[src/rtl/lsm_pkg.sv]
package lsm_pkg;
  localparam int NREG      = 16;
  localparam int IDX_W     = $clog2(NREG);
  localparam int REG_W     = 6;
  localparam int IMM_W     = 8;
  localparam int CNT_W     = $clog2(NREG + 4);
  localparam int USER_BANK = 16;

  localparam logic [REG_W-1:0] REG_T0 = REG_W'(32);
  localparam logic [REG_W-1:0] REG_T1 = REG_W'(33);
  localparam logic [IDX_W-1:0] IDX_PC = IDX_W'(15);
  localparam logic [IDX_W-1:0] IDX_SP = IDX_W'(13);

  typedef enum logic [2:0] {
    OP_ADDI   = 3'd0,
    OP_SUBI   = 3'd1,
    OP_LOAD   = 3'd2,
    OP_STORE  = 3'd3,
    OP_MOV    = 3'd4,
    OP_MOVRET = 3'd5,
    OP_LDRET  = 3'd6
  } uop_op_e;

  typedef enum logic [2:0] {
    PH_IDLE, PH_COPY, PH_MEM, PH_WB, PH_MOVE
  } phase_e;

  typedef struct packed {
    logic [IDX_W-1:0] base;
    logic             load;
    logic             up;
    logic             pre;
    logic             wb;
    logic             user;
    logic             has_pc;
    logic [CNT_W-1:0] n;
    logic [IDX_W-1:0] last_reg;
  } cfg_t;

  typedef struct packed {
    uop_op_e          op;
    logic [REG_W-1:0] dst;
    logic [REG_W-1:0] src;
    logic [IMM_W-1:0] imm;
    logic             ctrl;
    logic             ret;
    logic             last;
  } uop_t;

  function automatic logic [CNT_W-1:0] count_ones(input logic [NREG-1:0] l);
    logic [CNT_W-1:0] c;
    c = '0;
    for (int i = 0; i < NREG; i++) c = c + CNT_W'(l[i]);
    return c;
  endfunction

  function automatic logic [IDX_W-1:0] highest_set(input logic [NREG-1:0] l);
    logic [IDX_W-1:0] h;
    h = '0;
    for (int i = 0; i < NREG; i++) if (l[i]) h = IDX_W'(i);
    return h;
  endfunction

  function automatic logic [CNT_W-1:0] uop_total(input logic [CNT_W-1:0] n,
                                                 input logic load, input logic wb);
    logic [CNT_W-1:0] t;
    if (n == '0) return CNT_W'(1);
    t = n + CNT_W'(1);
    if (wb) t = t + (load ? CNT_W'(2) : CNT_W'(1));
    return t;
  endfunction

  function automatic logic [IMM_W-1:0] start_offset(input logic [CNT_W-1:0] n,
                                                    input logic up, input logic pre);
    logic [IMM_W-1:0] span;
    span = IMM_W'({n, 2'b00});
    if (up) return pre ? IMM_W'(4) : IMM_W'(0);
    return pre ? (IMM_W'(0) - span) : (IMM_W'(4) - span);
  endfunction

  function automatic logic [REG_W-1:0] map_reg(input logic [IDX_W-1:0] idx,
                                               input logic to_user);
    return to_user ? (REG_W'(idx) + REG_W'(USER_BANK)) : REG_W'(idx);
  endfunction
endpackage

[src/rtl/lsm_low_pick.sv]
module lsm_low_pick #(
  parameter int N = 16,
  parameter int W = $clog2(N)
) (
  input  logic [N-1:0] mask,
  output logic [W-1:0] idx,
  output logic         any,
  output logic         single
);
  logic [N-1:0] low;

  assign low    = mask & (~mask + N'(1));
  assign any    = |mask;
  assign single = any && ((mask & ~low) == '0);

  generate
    for (genvar b = 0; b < W; b++) begin : g_enc
      logic [N-1:0] sel;
      for (genvar i = 0; i < N; i++) begin : g_bit
        localparam bit HIT = ((i >> b) & 1) == 1;
        assign sel[i] = HIT & low[i];
      end
      assign idx[b] = |sel;
    end
  endgenerate
endmodule

[src/rtl/lsm_uop_build.sv]
module lsm_uop_build
  import lsm_pkg::*;
(
  input  phase_e           phase,
  input  cfg_t             cfg,
  input  logic [IDX_W-1:0] pick,
  input  logic             pick_single,
  input  logic [CNT_W-1:0] k,
  output uop_t             uop
);
  logic             force_user;
  logic             exc_ret;
  logic             mem_last;
  logic [IMM_W-1:0] offset;
  logic [REG_W-1:0] data_reg;
  logic [REG_W-1:0] move_reg;
  logic             move_to_pc;

  assign force_user = cfg.user & ~cfg.has_pc;
  assign exc_ret    = cfg.user & cfg.has_pc;
  assign mem_last   = pick_single;
  assign offset     = start_offset(cfg.n, cfg.up, cfg.pre) + IMM_W'({k, 2'b00});
  assign data_reg   = map_reg(pick, force_user);
  assign move_reg   = map_reg(cfg.last_reg, force_user);
  assign move_to_pc = (cfg.last_reg == IDX_PC);

  always_comb begin
    uop = '0;
    unique case (phase)
      PH_COPY: begin
        uop.op   = OP_ADDI;
        uop.dst  = REG_T0;
        uop.src  = REG_W'(cfg.base);
        uop.last = (cfg.n == '0);
      end
      PH_MEM: begin
        uop.src  = REG_T0;
        uop.imm  = offset;
        uop.dst  = data_reg;
        uop.last = mem_last & ~cfg.wb;
        if (!cfg.load)                      uop.op = OP_STORE;
        else if (cfg.wb && mem_last) begin
          uop.op  = OP_LOAD;
          uop.dst = REG_T1;
        end
        else if (pick == IDX_PC && exc_ret) uop.op = OP_LDRET;
        else                                uop.op = OP_LOAD;
      end
      PH_WB: begin
        uop.op   = cfg.up ? OP_ADDI : OP_SUBI;
        uop.dst  = REG_W'(cfg.base);
        uop.src  = REG_W'(cfg.base);
        uop.imm  = IMM_W'({cfg.n, 2'b00});
        uop.last = ~cfg.load;
      end
      PH_MOVE: begin
        uop.dst  = move_reg;
        uop.src  = REG_T1;
        uop.last = 1'b1;
        if (move_to_pc && exc_ret) uop.op = OP_MOVRET;
        else begin
          uop.op   = OP_MOV;
          uop.ctrl = move_to_pc;
          uop.ret  = move_to_pc && (cfg.base == IDX_SP);
        end
      end
      default: uop = '0;
    endcase
  end
endmodule

[src/rtl/lsm_uop_seq.sv]
module lsm_uop_seq
  import lsm_pkg::*;
(
  input  logic             clk,
  input  logic             rst_n,
  input  logic             in_valid,
  output logic             in_ready,
  input  logic [NREG-1:0]  in_list,
  input  logic [IDX_W-1:0] in_base,
  input  logic             in_load,
  input  logic             in_up,
  input  logic             in_pre,
  input  logic             in_wb,
  input  logic             in_user,
  output logic             uop_valid,
  input  logic             uop_ready,
  output logic [2:0]       uop_op,
  output logic [REG_W-1:0] uop_dst,
  output logic [REG_W-1:0] uop_src,
  output logic [IMM_W-1:0] uop_imm,
  output logic             uop_ctrl,
  output logic             uop_ret,
  output logic             uop_last
);
  phase_e           phase;
  cfg_t             cfg;
  cfg_t             new_cfg;
  logic [NREG-1:0]  mask;
  logic [CNT_W-1:0] k;
  logic [CNT_W-1:0] issued;
  logic [IDX_W-1:0] pick;
  logic             pick_any;
  logic             pick_single;
  uop_t             uop;

  logic accept;
  logic fire;
  logic done;

  assign in_ready  = (phase == PH_IDLE);
  assign uop_valid = (phase != PH_IDLE);
  assign accept    = in_valid & in_ready;
  assign fire      = uop_valid & uop_ready;
  assign done      = fire & uop.last;

  always_comb begin
    new_cfg          = '0;
    new_cfg.base     = in_base;
    new_cfg.load     = in_load;
    new_cfg.up       = in_up;
    new_cfg.pre      = in_pre;
    new_cfg.wb       = in_wb;
    new_cfg.user     = in_user;
    new_cfg.has_pc   = in_list[IDX_PC];
    new_cfg.n        = count_ones(in_list);
    new_cfg.last_reg = highest_set(in_list);
  end

  lsm_low_pick #(.N(NREG), .W(IDX_W)) u_pick (
    .mask   (mask),
    .idx    (pick),
    .any    (pick_any),
    .single (pick_single)
  );

  lsm_uop_build u_build (
    .phase       (phase),
    .cfg         (cfg),
    .pick        (pick),
    .pick_single (pick_single),
    .k           (k),
    .uop         (uop)
  );

  always_ff @(posedge clk or negedge rst_n) begin
    if (!rst_n) begin
      phase  <= PH_IDLE;
      cfg    <= '0;
      mask   <= '0;
      k      <= '0;
      issued <= '0;
    end else if (accept) begin
      phase  <= PH_COPY;
      cfg    <= new_cfg;
      mask   <= in_list;
      k      <= '0;
      issued <= '0;
    end else if (fire) begin
      issued <= issued + CNT_W'(1);
      unique case (phase)
        PH_COPY: phase <= (cfg.n == '0) ? PH_IDLE : PH_MEM;
        PH_MEM: begin
          mask <= mask & (mask - NREG'(1));
          k    <= k + CNT_W'(1);
          if (pick_single) phase <= cfg.wb ? PH_WB : PH_IDLE;
        end
        PH_WB:   phase <= cfg.load ? PH_MOVE : PH_IDLE;
        default: phase <= PH_IDLE;
      endcase
    end
  end

  assign uop_op   = uop.op;
  assign uop_dst  = uop.dst;
  assign uop_src  = uop.src;
  assign uop_imm  = uop.imm;
  assign uop_ctrl = uop.ctrl;
  assign uop_ret  = uop.ret;
  assign uop_last = uop.last;

  a_r1_hold_on_stall: assert property (@(posedge clk) disable iff (!rst_n)
    uop_valid && !uop_ready |=> uop_valid && $stable(uop));

  a_r2_total_count: assert property (@(posedge clk) disable iff (!rst_n)
    done |-> CNT_W'(issued + CNT_W'(1)) == uop_total(cfg.n, cfg.load, cfg.wb));

  a_r3_copy_first: assert property (@(posedge clk) disable iff (!rst_n)
    accept |=> uop.op == OP_ADDI && uop.dst == REG_T0 && uop.imm == '0
               && uop.src == REG_W'($past(in_base)));

  a_r4_mem_has_reg: assert property (@(posedge clk) disable iff (!rst_n)
    uop_valid && phase == PH_MEM |-> pick_any && uop.src == REG_T0);

  a_r6_update_then_move: assert property (@(posedge clk) disable iff (!rst_n)
    fire && phase == PH_WB |=> !uop_valid || uop.op == OP_MOV || uop.op == OP_MOVRET);

  a_r9_ret_needs_ctrl: assert property (@(posedge clk) disable iff (!rst_n)
    uop_valid && uop.ret |-> uop.ctrl && uop.dst == REG_W'(IDX_PC));

  a_r10_idle_after_last: assert property (@(posedge clk) disable iff (!rst_n)
    done |=> !uop_valid && in_ready);
endmodule

[config.mk]
export PLATFORM = sky130hd
export DESIGN_NAME = lsm_uop_seq
export DESIGN_NICKNAME = d
export VERILOG_FILES = /design/src/rtl/lsm_pkg.sv /design/src/rtl/lsm_low_pick.sv /design/src/rtl/lsm_uop_build.sv /design/src/rtl/lsm_uop_seq.sv
export SDC_FILE = /design/constraint.sdc
export NUM_CORES = 1
export LEC_CHECK = 0
export BUFFER_PORTS_ARGS = -buffer_cell sky130_fd_sc_hd__buf_2
export CORE_MARGIN = 2
export CORE_UTILIZATION = 60
export CTS_CLUSTER_DIAMETER = 80
export DETAILED_ROUTE_END_ITERATION = 12
export PLACE_DENSITY = 0.84
export SYNTH_ARGS = -nofsm -noshare
export SYNTH_HDL_FRONTEND = slang
export SYNTH_SLANG_ARGS = --single-unit
[constraint.sdc]
create_clock -name clk -period 8.72 [get_ports clk]
set_input_delay 1.744 -clock clk [delete_from_list [all_inputs] [get_ports clk]]
set_output_delay 1.744 -clock clk [all_outputs]
set_load 0.02 [all_outputs]
## Word level (Yosys, flattened, before mapping)

Cells that the tools add are included.

- Word-level logic and storage cells: 121
- Output and inout bits: 28
- Bits in registers: 43

- Bitwise gates (word level): 13
- Add/subtract/negate cells: 23
- Reductions and logical operators: 18
- Eq/ne operators: 8
- Muxes and demuxes: 47

Operators with widths:

| kind | count |
|---|---|
| $pmux W15 S4 | 1 |
| $add A5 B1 Y5 | 11 |
| $mux W4 | 13 |
| $and A16 B16 Y16 | 3 |
| $mux W16 | 3 |
| $not A16 Y16 | 2 |
| $reduce_or A8 Y1 | 4 |
| $mux W3 | 8 |
| $mux W6 | 4 |
| $mux W8 | 3 |
| $add A16 B1 Y16 const B | 1 |
| $logic_not A16 Y1 | 1 |
| $pmux W8 S2 | 1 |
| $reduce_or A16 Y1 | 1 |
| $sub A16 B1 Y16 const B | 1 |
| $mux W5 | 3 |
| $add A4 B5 Y6 const B | 2 |
| $eq A4 B4 Y1 const B | 3 |
| $mux W2 | 5 |
| $pmux W3 S3 | 1 |
| $add A8 B7 Y8 | 1 |
| $sub A1 B7 Y8 const A | 1 |
| $sub A3 B7 Y8 const A | 1 |
| $eq A3 B2 Y1 const B | 2 |
| other kinds (18) | 33 |

## Longest topological paths before layout

Gate-level depths: netlist of run 1.

- Word-level depth: 15
- Depth in mapped cells: 13
- Mapped depth without buffers: 13

## Cells and area by module

Synthesis of run 1 repeated with hierarchy kept, for this count alone.

- Cell total of the unflattened synthesis: 413
- Area, all modules: 3410.8 sq um

Modules (own cells, without submodules):

| module | area an instance (sq um) | cells each | times used |
|---|---|---|---|
| lsm_uop_seq | 2304.7 | 249 | 1 |
| lsm_uop_build | 754.5 | 111 | 1 |
| lsm_low_pick | 351.6 | 53 | 1 |

## Least setup slack after synthesis of run 1

OpenSTA, ideal clock, no wires.

- Kind: input to register
- Start: input in_list[0]
- End: register, netlist name cfg[8]
- Library setup time: 0.132 ns
- Slack: 3.936 ns
- Stages: 11
- Arrival time: 4.653 ns
- Required time: 8.588 ns
- Cells stage by stage: inv_1 > fa_1 > fa_1 > fa_1 > fa_1 > inv_1 > ha_1 > fa_1 > a21o_1 > nand3_1 > o21ai_0

- Cells in the longest elaborated chain, start to end: 15

RTL lines:

| element | line | source |
|---|---|---|
| from (decl) | lsm_uop_seq.sv:8 | `input logic [NREG-1:0] in_list,` |
| $add A1 B1 Y2 | lsm_pkg.sv:53 | `for (int i = 0; i < NREG; i++) c = c + CNT_W'(l[i]);` |
| $add A2 B1 Y3 | lsm_pkg.sv:53 |  |
| $add A3 B1 Y4 | lsm_pkg.sv:53 |  |
| $add A4 B1 Y5 | lsm_pkg.sv:53 |  |
| $add A5 B1 Y5 (11 in a row) | lsm_pkg.sv:53 |  |

No other way between the ends.
A chain may end at the register's enable or synchronous reset.

## Final worst setup path of run 1

- Start: register mask[0]
- End: output uop_dst[0]

- Cells in the longest elaborated chain, start to end: 11
- Elaborated cells between the ends (all ways): 15

RTL lines:

| element | line | source |
|---|---|---|
| from (decl) | lsm_uop_seq.sv:28 | `logic [NREG-1:0] mask;` |
| from (signal assigned) | lsm_uop_seq.sv:85 | `mask <= in_list;` |
| from (signal assigned) | lsm_uop_seq.sv:93 | `mask <= mask & (mask - NREG'(1));` |
| branches (longest 9 deep; another with $add A16 B1 Y16) | - |  |
| $mux W6 * | lsm_uop_build.sv:41 | `if (!cfg.load) uop.op = OP_STORE;` |
| $pmux W15 S4 * | lsm_uop_build.sv:29 | `unique case (phase)` |
| to (decl) | lsm_uop_seq.sv:18 | `output logic [REG_W-1:0] uop_dst,` |

Mark *: on every way between the ends.

==> results.py, run 1 <==
metrics = {
    "min_path": {
        "hold_class": "flop to flop",
    },
    "sta": {
        "setup_viol": 0,
        "slew_violations": 0,
        "maxSlewHeadroom_pct": 31.4,
        "hold_violations": 0,
        "holdWs_ns": 0.508,
        "max_freq_mhz": 204,
        "tightest_slew_ns": 1.03,
        "finalSetupTns_ns": 0,
        "rsz0062_at_grt": "no",
        "min_period_ns": 4.91,
        "fin_crit_sh_pct": 56.3,
        "fin_skew_ns": 0.00434,
    },
    "cts": {
        "cts_buffers": 5,
        "postCtsSetupRepairBufs": 0,
        "htreeDepth": 2,
        "cts_tree": "yes",
        "clock_path_buffers": 2,
        "path_clk_slew_ns": 0.09,
        "cts.sink_count": 43,
        "ctsHoldBuffers": 0,
        "cts_root_buf": "clkbuf_8",
        "cts_resized": 0,
        "clock_latency_ns": 0.31,
    },
    "route": {
        "initialDrtViolationCount": 316,
        "drc_errors": 0,
        "wl_per_cell_um": 16.5,
        "detail-route-antenna-nets": 0,
        "via_per_inst": 6.17,
        "dr.pass1.iters": 5,
        "wirelength_um": 8780,
        "num_vias": 3288,
    },
    "power_and_ir_drop": {
        "ir_worst_vdd_uv": 206,
        "power_mw": 1.38,
        "power_density_mw_per_mm2": 366,
        "leakage_nw": 1.85,
    },
    "floorplanning": {
        "core_area_mm2": 0.00551,
        "die_h_um": 79.7,
        "dieWidth_um": 79.7,
        "ios": 57,
        "die_area_mm2": 0.00635,
        "fp-row-count": 27,
        "start_util_pct": 62.4,
    },
    "finish": {
        "drive_gt1_share_pct": 16.1,
        "nets": 514,
        "multi_input_area_mm2": 0.00209,
        "fillers": 456,
        "area.growth.synth_to_final_pct": 9.50,
        "final_common_cell": "nand2_1",
        "final_cell_mix": "56 x nand2_1, 53 x buf_2, 47 x o21ai_0",
        "regArea_mm2": 0.00108,
        "n_antenna_cell": 0,
    },
    "synth": {
        "seq_area_frac_synth_pct": 31.3,
        "netlist_instances": 423,
        "synthArstFlopShare_pct": 100,
        "synth_area_mm2": 0.00344,
        "ys.flop_type": "dfrtp_1",
        "yosys_warnings": 0,
        "synth.avg_cell_area_um2": 8.12,
        "synth-edff-count": 0,
        "ys_ff_latch": 43,
        "synthDistinctLibCells": 62,
    },
    "global_route": {
        "grt_use_total_pct": 29.4,
        "overflow": 0,
        "grt_pass1_wl_um": 14500,
        "grt_max_degree": 44,
        "grt_pass1_vias": 3054,
        "antenna_found_initial": 0,
    },
    "place": {
        "port-buffer-count": 53,
        "detailed_place_hpwl_um": 6260,
        "place_congestion": 0.974,
    },
    "setup_path": {
        "slowest_stage": "or4_1",
        "cp_max_fo": 9,
        "cp.arrival_ns": 3.17,
        "critical-path-top-delay-family": "simple AND/OR/NAND/NOR gates",
        "worst_path_largest_cell_delay_ns": 0.76,
        "path_cells": "or4_1 -> nor3_1 -> a211oi_1 -> a211oi_4 -> nand3_2 -> o21ai_0 -> buf_2",
        "path_buf_inv": 1,
        "end_kind": "output pin",
        "worstSetupStartpointType": "flop",
        "critical_path_required_ns": 6.98,
        "criticalPathCategory": "flop to output pin",
    },
    "status": {
        "status": "complete, no violations",
    },
    "flow_run": {
        "cap_viol_max_count": 0,
    },
}
==> worst register-to-register path, cell delays in order (launching register included) <==
cell	delay, ns
dfrtp_1	0.83
nor3_1	0.23
and2_2	0.45
nor2_1	0.79
o21ai_0	0.25
o21ai_0	0.13
==> synth_stat cells, types with 2 or more instances <==
cell | n | area share (%)
a211oi_1 | 2 | 0.44
a21boi_0 | 2 | 0.44
a21o_1 | 5 | 1.1
a21oi_1 | 23 | 3.4
a22o_1 | 4 | 1.0
a31oi_1 | 4 | 0.73
a32oi_1 | 4 | 1.0
and2_1 | 5 | 0.91
and3_1 | 2 | 0.36
and4_1 | 2 | 0.51
buf_4 | 4 | 0.87
buf_6 | 4 | 1.3
clkbuf_1 | 14 | 1.5
dfrtp_1 | 43 | 31
fa_1 | 11 | 6.4
ha_1 | 14 | 5.1
inv_1 | 34 | 3.7
mux2i_1 | 5 | 1.5
nand2_1 | 56 | 6.1
nand3_1 | 5 | 0.73
nand3_2 | 2 | 0.58
nand4_1 | 3 | 0.55
nor2_1 | 41 | 4.5
nor2b_1 | 4 | 0.73
nor3_1 | 17 | 2.5
nor3b_1 | 4 | 0.87
nor4_1 | 5 | 0.91
o211ai_1 | 4 | 0.87
o21a_1 | 3 | 0.66
o21ai_0 | 47 | 6.8
o22ai_1 | 3 | 0.55
o31ai_1 | 3 | 0.66
or4_1 | 4 | 0.87
xnor2_1 | 3 | 0.76
xor2_1 | 10 | 2.5
==> logic make-up after synthesis <==
group           Yosys count  share of synthesized area (%)
simple gates            160                           22.7
compound gates          115                           20.9
buf+inv                  59                           8.05
flops                    43                           31.3
fa+ha+maj                26                           11.8
xor+xnor                 13                           3.31
mux                       6                           1.78
other cells               1                          0.109
==> sequential cells by signal (all words and copies together) (netlist names) <==
signal	count
phase	3
cfg	19
mask	16
k	5
==> layout make-up <==
cell class	instances	share of cell area [%]
well taps	72	2.39
multi-input cells	323	55.6
flip-flops and latches	43	28.6
clock buffers	5	1.83
repair buffers	53	7.05
inverters	34	3.39
clock inverters	3	1.16
==> routing by layer <==
metal	wire, um	part of all wire, %	global-route usage [%]	vias up
li1	-	-	-	1538
met1	3750	43	40.2	1608
met2	4260	48	47.4	128
met3	616	7.0	4.41	14
met4	155	1.8	10.3	0
met5	0	0	0	-
==> where the power goes <==
| group | leakage, nW | switching, mW | internal (mW) |
|---|---|---|---|
| combinational | 1.25 | 0.463 | 0.309 |
| sequential | 0.542 | 0.154 | 0.284 |
| clock | 0.0581 | 0.0792 | 0.0855 |
==> through the flow <==
stage	utilization (%)	setup WS (ns)	cell area, um^2	instances
detailed placement	66.3	3.68	3650	525
CTS	68.3	3.86	3760	533
finish	68.3	3.81	3760	533
global route	68.3	3.65	3760	533
global placement	66.3	3.71	3650	525
floorplan	-	3.94	3440	425
==> path summary, 6_finish.rpt <==
check                           cells after the start                 start  slack [ns]              endpoint
max in group asynchronous                           1                 rst_n        6.51   cfg[14]$_DFFE_PN0P_
worst min-delay path                                2    cfg[3]$_DFFE_PN0P_        0.51    cfg[3]$_DFFE_PN0P_
worst min register to register                      2    cfg[3]$_DFFE_PN0P_        0.51    cfg[3]$_DFFE_PN0P_
min in group asynchronous                           1                 rst_n        1.58  mask[11]$_DFFE_PN0P_
worst max-delay path                                7   mask[0]$_DFFE_PN0P_        3.81            uop_dst[0]
worst max register to register                      5  phase[0]$_DFFE_PN0P_        5.93   mask[5]$_DFFE_PN0P_
(Power assumes the default switching activity.)
==> run 2: changes to the inputs <==
ABC_AREA = 1   (was unset)
CORE_UTILIZATION = 57   (was 60)
PLACE_DENSITY = 0.81   (was 0.84)
clock period = 4.9 ns   (was 8.72 ns; I/O delays follow)
==> run 2 against run 1 <==
Net effect: global-route usage increased by 0.17 points; utilization decreased by 2.8 points; setup slack got worse by 3.0 ns; cell count increased by 9.2%; cell area increased by 2.5%; synthesized cell count increased by 7.6%; total power increased by 68%; via count increased by 2.9%; combinational power increased by 75%; clock skew increased by 0.0093 ns; area after synthesis about the same; largest power group unchanged.
==> results.py, run 2 <==
metrics = {
    "route": {
        "initialDrtViolationCount": 247,
        "num_vias": 3384,
        "detail-route-antenna-nets": 0,
        "wl_per_cell_um": 15.9,
        "via_per_inst": 5.81,
        "dr.pass1.iters": 5,
        "drc_errors": 0,
        "wirelength_um": 9250,
    },
    "power_and_ir_drop": {
        "ir_worst_vdd_uv": 311,
        "power_mw": 2.31,
        "pwr-share-seq_pct": 29.0,
        "p_sw_mw": 1.20,
        "power_density_mw_per_mm2": 598,
        "p_int_mw": 1.10,
        "leakage_nw": 2.01,
        "swShare_pct": 52.1,
        "pwr-share-comb_pct": 58.5,
        "clkPwrFrac_pct": 12.6,
    },
    "sta": {
        "fin_skew_ns": 0.0137,
        "hold_violations": 0,
        "min_period_ns": 4.08,
        "finalSetupTns_ns": 0,
        "slew_violations": 0,
        "fin_crit_sh_pct": 83.3,
        "fin_ws_ns": 0.819,
        "tightest_slew_ns": 1.00,
        "setup_viol": 0,
        "maxSlewHeadroom_pct": 33.1,
        "max_freq_mhz": 245,
        "rsz0062_at_grt": "no",
    },
    "cts": {
        "cts_buffers": 5,
        "cts.sink_count": 43,
        "cts_root_buf": "clkbuf_8",
        "cts_tree": "yes",
        "cts_resized": 0,
        "htreeDepth": 2,
        "postCtsSetupRepairBufs": 0,
        "path_clk_slew_ns": 0.10,
        "clock_path_buffers": 2,
        "ctsHoldBuffers": 0,
        "clock_latency_ns": 0.31,
    },
    "synth": {
        "netlist.top_cell.by_area": "dfrtp_1",
        "netlist_instances": 455,
        "synth_area_mm2": 0.00343,
        "synth_area_leaders": "dfrtp_1 31%, nand2_1 11%, inv_1 6.8%, fa_1 6.4%, ha_1 5.1%",
        "netlist.area_leader.share_pct": 31.3,
        "yosysMostFrequentCell": "nand2_1",
        "synthArstFlopShare_pct": 100,
        "ys_top_cells_by_count": "104 x nand2_1, 62 x inv_1, 43 x dfrtp_1, 33 x nor2_1",
        "yosys_warnings": 0,
        "ys.flop_type": "dfrtp_1",
        "synth-edff-count": 0,
        "synth.avg_cell_area_um2": 7.55,
        "ys_ff_latch": 43,
        "synthDistinctLibCells": 45,
        "seq_area_frac_synth_pct": 31.3,
    },
    "global_route": {
        "grt_pass1_vias": 3177,
        "overflow": 0,
        "grt_pass1_wl_um": 15000,
        "antenna_found_initial": 0,
        "grt_max_degree": 44,
        "grt_use_total_pct": 29.5,
    },
    "floorplanning": {
        "ios": 57,
        "fp-row-count": 28,
        "dieWidth_um": 81.6,
        "die_h_um": 81.6,
        "core_area_mm2": 0.00589,
        "die_area_mm2": 0.00666,
        "start_util_pct": 58.4,
    },
    "setup_path": {
        "ff2ff_setup_slack_ns": 2.22,
        "cp_max_fo": 5,
        "slowest_stage": "fa_1",
        "criticalPathCategory": "primary input to flop",
        "critical-path-top-delay-family": "adder cells",
        "timing.rr.end": "cfg[0]$_DFFE_PN0P_",
        "worst_path_largest_cell_delay_ns": 0.54,
        "reg2reg_from": "phase[0]$_DFFE_PN0P_",
        "end_kind": "flop",
        "path_buf_inv": 3,
        "path_common_cell": "fa_1",
        "r2r_cells": 9,
        "cp.arrival_ns": 4.23,
        "path_cells": "buf_2 -> inv_1 -> fa_1 -> fa_1 -> fa_1 -> fa_1 -> inv_1 -> ha_1 -> fa_1 -> or2_2 -> nand3_1 -> o21ai_0",
        "worstSetupStartpointType": "primary input",
        "critical_path_required_ns": 5.05,
    },
    "min_path": {
        "min_to": "cfg[10]$_DFFE_PN0P_",
        "hold_class": "flop to flop",
        "min-delay-start": "cfg[10]$_DFFE_PN0P_",
        "min_path_cells": 2,
    },
    "finish": {
        "reg_top3": "cfg x19, mask x16, k x5",
        "fillers": 519,
        "nets": 560,
        "n_antenna_cell": 0,
        "drive_gt1_share_pct": 20.9,
        "final_common_cell": "nand2_1",
        "finish.utilization_pct": 65.5,
        "top_register": "cfg",
        "largest_reg_flops": 19,
        "area.growth.synth_to_final_pct": 12.3,
        "final_cell_mix": "104 x nand2_1, 62 x inv_1, 53 x buf_2",
    },
    "place": {
        "preCtsSetupSlack_ns": 0.523,
        "port-buffer-count": 53,
        "place_congestion": 0.960,
        "detailed_place_hpwl_um": 6970,
    },
    "status": {
        "status": "complete, no violations",
    },
    "flow_run": {
        "cap_viol_max_count": 0,
    },
}
run 2: changes by cell type after synthesis, moves of 13 or more:
cell,previous run,this run
o21ai_0,47,30
nor3_1,17,4
nand3_1,5,30
nand2_1,56,104
inv_1,34,62
o221ai_1,0,13
run 2: cell type report:
type                    instances  area, um^2  share of cell area (%)
clock buffers                   5        68.8                    1.78
clock inverters                 3        43.8                    1.14
inverters                      68         255                    6.62
multi-input cells             335        2050                    53.3
flip-flops and latches         43        1080                    27.9
well taps                      75        93.8                    2.43
repair buffers                 53         265                    6.88
run 2: kinds of logic after synthesis:
logic type      after synthesis  share of synthesized area, %
compound gates               85                          15.2
flops                        43                          31.3
fa+ha+maj                    25                          11.5
simple gates                216                          31.2
xor+xnor                      6                          1.53
other cells                   1                         0.109
buf+inv                      79                          9.07
run 2: stage by stage:
stage	hold slack [ns]	instance area, um^2	instances
2_1_floorplan	0.464	3440	457
3_3_place_gp	0.489	3740	574
3_5_place_dp	0.498	3740	574
4_1_cts	0.519	3860	582
5_1_grt	0.554	3860	582
6_report	0.521	3860	582
run 2: worst max-delay path by stage:
stage	slack (ns)	cells past startpoint	start	end
floorplan	0.80	11	in_list[0]	cfg[6]$_DFFE_PN0P_
global placement	0.55	12	in_list[11]	cfg[6]$_DFFE_PN0P_
detailed placement	0.52	12	in_list[7]	cfg[6]$_DFFE_PN0P_
CTS	0.82	12	in_list[7]	cfg[6]$_DFFE_PN0P_
global route	0.72	12	in_list[5]	cfg[6]$_DFFE_PN0P_
finish	0.82	12	in_list[7]	cfg[6]$_DFFE_PN0P_
run 2: worst min-delay path, stage by stage, from the launching register on:
cell and delay, ns:
dfrtp_1 0.37, nand2_1 0.06, nand2_1 0.06
run 2: metal layers:
| layer | vias up | wire length (um) | share of wire [%] | GRT usage (%) |
|---|---|---|---|---|
| met3 | 14 | 690 | 7.5 | 4.95 |
| met1 | 1608 | 3820 | 41 | 39.1 |
| met2 | 167 | 4590 | 50 | 49.6 |
| met4 | 0 | 146 | 1.6 | 9.50 |
| li1 | 1595 | - | - | - |
| met5 | - | 0 | 0 | 0 |
run 2: power groups by stage:
stage	Sequential [mW]	Combinational, mW	Clock, mW
after floorplan	0.626	1.02	0
after global placement	0.665	1.28	0
after detailed placement	0.668	1.32	0
after CTS	0.662	1.33	0.291
after global routing	0.686	1.50	0.306
final	0.668	1.35	0.290
==> run 3: changes to the inputs <==
CORE_UTILIZATION = 52   (was 57)
PLACE_DENSITY = 0.77   (was 0.81)
clock period = 3.6 ns   (was 4.9 ns; I/O delays follow)
==> run 3 against run 2 <==
Net effect: the flow now finishes with violations (negative setup slack); sequential power increased by 36%; total power is 41% higher; cell area grew 5.2%; routed wire length shrank 2.6%; via count decreased by 0.24%; utilization is 2.0 points lower; critical path depth stayed put.
==> results.py, run 3 (same netlist as run 2, synthesis figures left out) <==
metrics = {
    "cts": {
        "cts_root_buf": "clkbuf_8",
        "htreeDepth": 2,
        "path_clk_slew_ns": 0.09,
        "clock_path_buffers": 2,
        "cts_tree": "yes",
        "clock_latency_ns": 0.30,
        "ctsHoldBuffers": 0,
        "cts_buffers": 5,
        "cts.sink_count": 43,
    },
    "setup_path": {
        "end_kind": "flop",
        "cp_max_fo": 2,
        "critical_path_required_ns": 3.77,
        "worstSetupStartpointType": "primary input",
        "criticalPathCategory": "primary input to flop",
        "cp.arrival_ns": 3.78,
    },
    "status": {
        "violations": "negative setup slack",
        "status": "finished, violations left",
    },
    "route": {
        "drc_errors": 0,
        "initialDrtViolationCount": 219,
        "detail-route-antenna-nets": 0,
        "dr.pass1.iters": 4,
        "via_per_inst": 5.63,
        "wirelength_um": 9010,
        "wl_per_cell_um": 15.0,
        "num_vias": 3376,
    },
    "finish": {
        "regArea_mm2": 0.00108,
        "finish.utilization_pct": 63.5,
        "largest_reg_flops": 19,
        "final_common_cell": "nand2_1",
        "area.growth.synth_to_final_pct": 18.1,
        "n_antenna_cell": 0,
        "reg_top3": "cfg x19, mask x16, k x5",
        "drive_gt1_share_pct": 25.0,
        "nets": 576,
        "top_register": "cfg",
        "multi_input_area_mm2": 0.00208,
        "fillers": 560,
        "final_cell_mix": "104 x nand2_1, 56 x inv_1, 49 x buf_2",
    },
    "flow_run": {
        "cap_viol_max_count": 0,
    },
    "global_route": {
        "grt_pass1_wl_um": 15200,
        "grt_max_degree": 44,
        "overflow": 0,
        "grt_use_total_pct": 26.1,
        "antenna_found_initial": 0,
        "grt_pass1_vias": 3228,
    },
    "sta": {
        "slew_violations": 0,
        "fin_crit_sh_pct": 101,
        "fin_ws_ns": -0.0184,
        "rsz0062_at_grt": "yes",
        "hold_violations": 0,
        "tightest_slew_ns": 0.998,
        "max_freq_mhz": 276,
        "min_period_ns": 3.62,
        "fin_skew_ns": 0.00348,
        "setup_viol": 1,
        "maxSlewHeadroom_pct": 33.5,
    },
    "power_and_ir_drop": {
        "ir_worst_vdd_uv": 644,
        "power_mw": 3.25,
        "power_density_mw_per_mm2": 801,
        "leakage_nw": 2.10,
    },
    "place": {
        "port-buffer-count": 53,
        "detailed_place_hpwl_um": 6770,
        "place_congestion": 0.942,
        "preCtsSetupSlack_ns": -0.482,
    },
    "floorplanning": {
        "ios": 57,
        "core_area_mm2": 0.00639,
        "dieWidth_um": 85.3,
        "start_util_pct": 53.8,
        "die_h_um": 85.3,
        "die_area_mm2": 0.00727,
        "fp-row-count": 29,
    },
    "min_path": {
        "hold_class": "flop to flop",
    },
}
## run 3: cell count changes in the layout (fill, tap and decap cells not counted), sizes merged
cell and delta:
clkinvlp +1, clkinv -2, buf +16, bufinv +1
## run 3: worst max-delay path, cell delays in order
cell and delay (ns):
buf_6 0.10, fa_1 0.54, inv_1 0.05, fa_1 0.50, fa_1 0.44, fa_1 0.52
inv_2 0.05, ha_4 0.16, fa_2 0.33, or2_4 0.23, nand3_2 0.06, o21ai_1 0.07
## run 3: timing repair
action,4_1_cts,5_1_grt
buffers inserted,0,1
pin swaps,4,3
setup endpoints to repair,2,4
gates resized for setup,9,8
## run 3: stage by stage
stage | hold WS, ns | instance area (um^2) | instances | TNS [ns]
finish | 0.517 | 4060 | 600 | -0.0184
global route | 0.538 | 4060 | 600 | -0.127
CTS | 0.519 | 4020 | 599 | -0.0230
detailed placement | 0.498 | 3860 | 591 | -1.32
global placement | 0.478 | 3860 | 591 | -1.24
floorplan | 0.424 | 3450 | 457 | -0.201
## run 3: report_power, final
part	switching [mW]	leakage, nW	internal (mW)
logic	1.21	1.50	0.661
registers	0.229	0.532	0.680
clock network	0.187	0.0644	0.277
## run 3: cell type report
type | count | area share (%)
Timing Repair Buffer | 69 | 10.1
Clock buffer | 5 | 1.70
Inverter | 68 | 6.42
Multi-Input combinational cell | 335 | 51.2
Tap cell | 77 | 2.38
Clock inverter | 3 | 1.67
Sequential cell | 43 | 26.5
## run 3: final timing paths
| kind | from | cells past startpoint | slack (ns) | endpoint |
|---|---|---|---|---|
| worst max-delay path | in_list[11] | 12 | -0.02 | cfg[6]$_DFFE_PN0P_ |
| worst min-delay path | cfg[3]$_DFFE_PN0P_ | 1 | 0.52 | cfg[3]$_DFFE_PN0P_ |
| max in group asynchronous | rst_n | 1 | 2.41 | phase[2]$_DFFE_PN0P_ |
| worst max register to register | phase[0]$_DFFE_PN0P_ | 9 | 1.47 | cfg[0]$_DFFE_PN0P_ |
| min in group asynchronous | rst_n | 1 | 0.57 | mask[5]$_DFFE_PN0P_ |
| worst min register to register | cfg[3]$_DFFE_PN0P_ | 1 | 0.52 | cfg[3]$_DFFE_PN0P_ |
## run 3: metal layers
layer  vias up  part of all wire [%]  global-route usage [%]
li1       1636                     -                       -
met2       126                    48                    43.4
met4         0                   2.2                    7.79
met1      1594                    43                    35.1
met3        20                   6.2                    4.38
met5         -                     0                       0
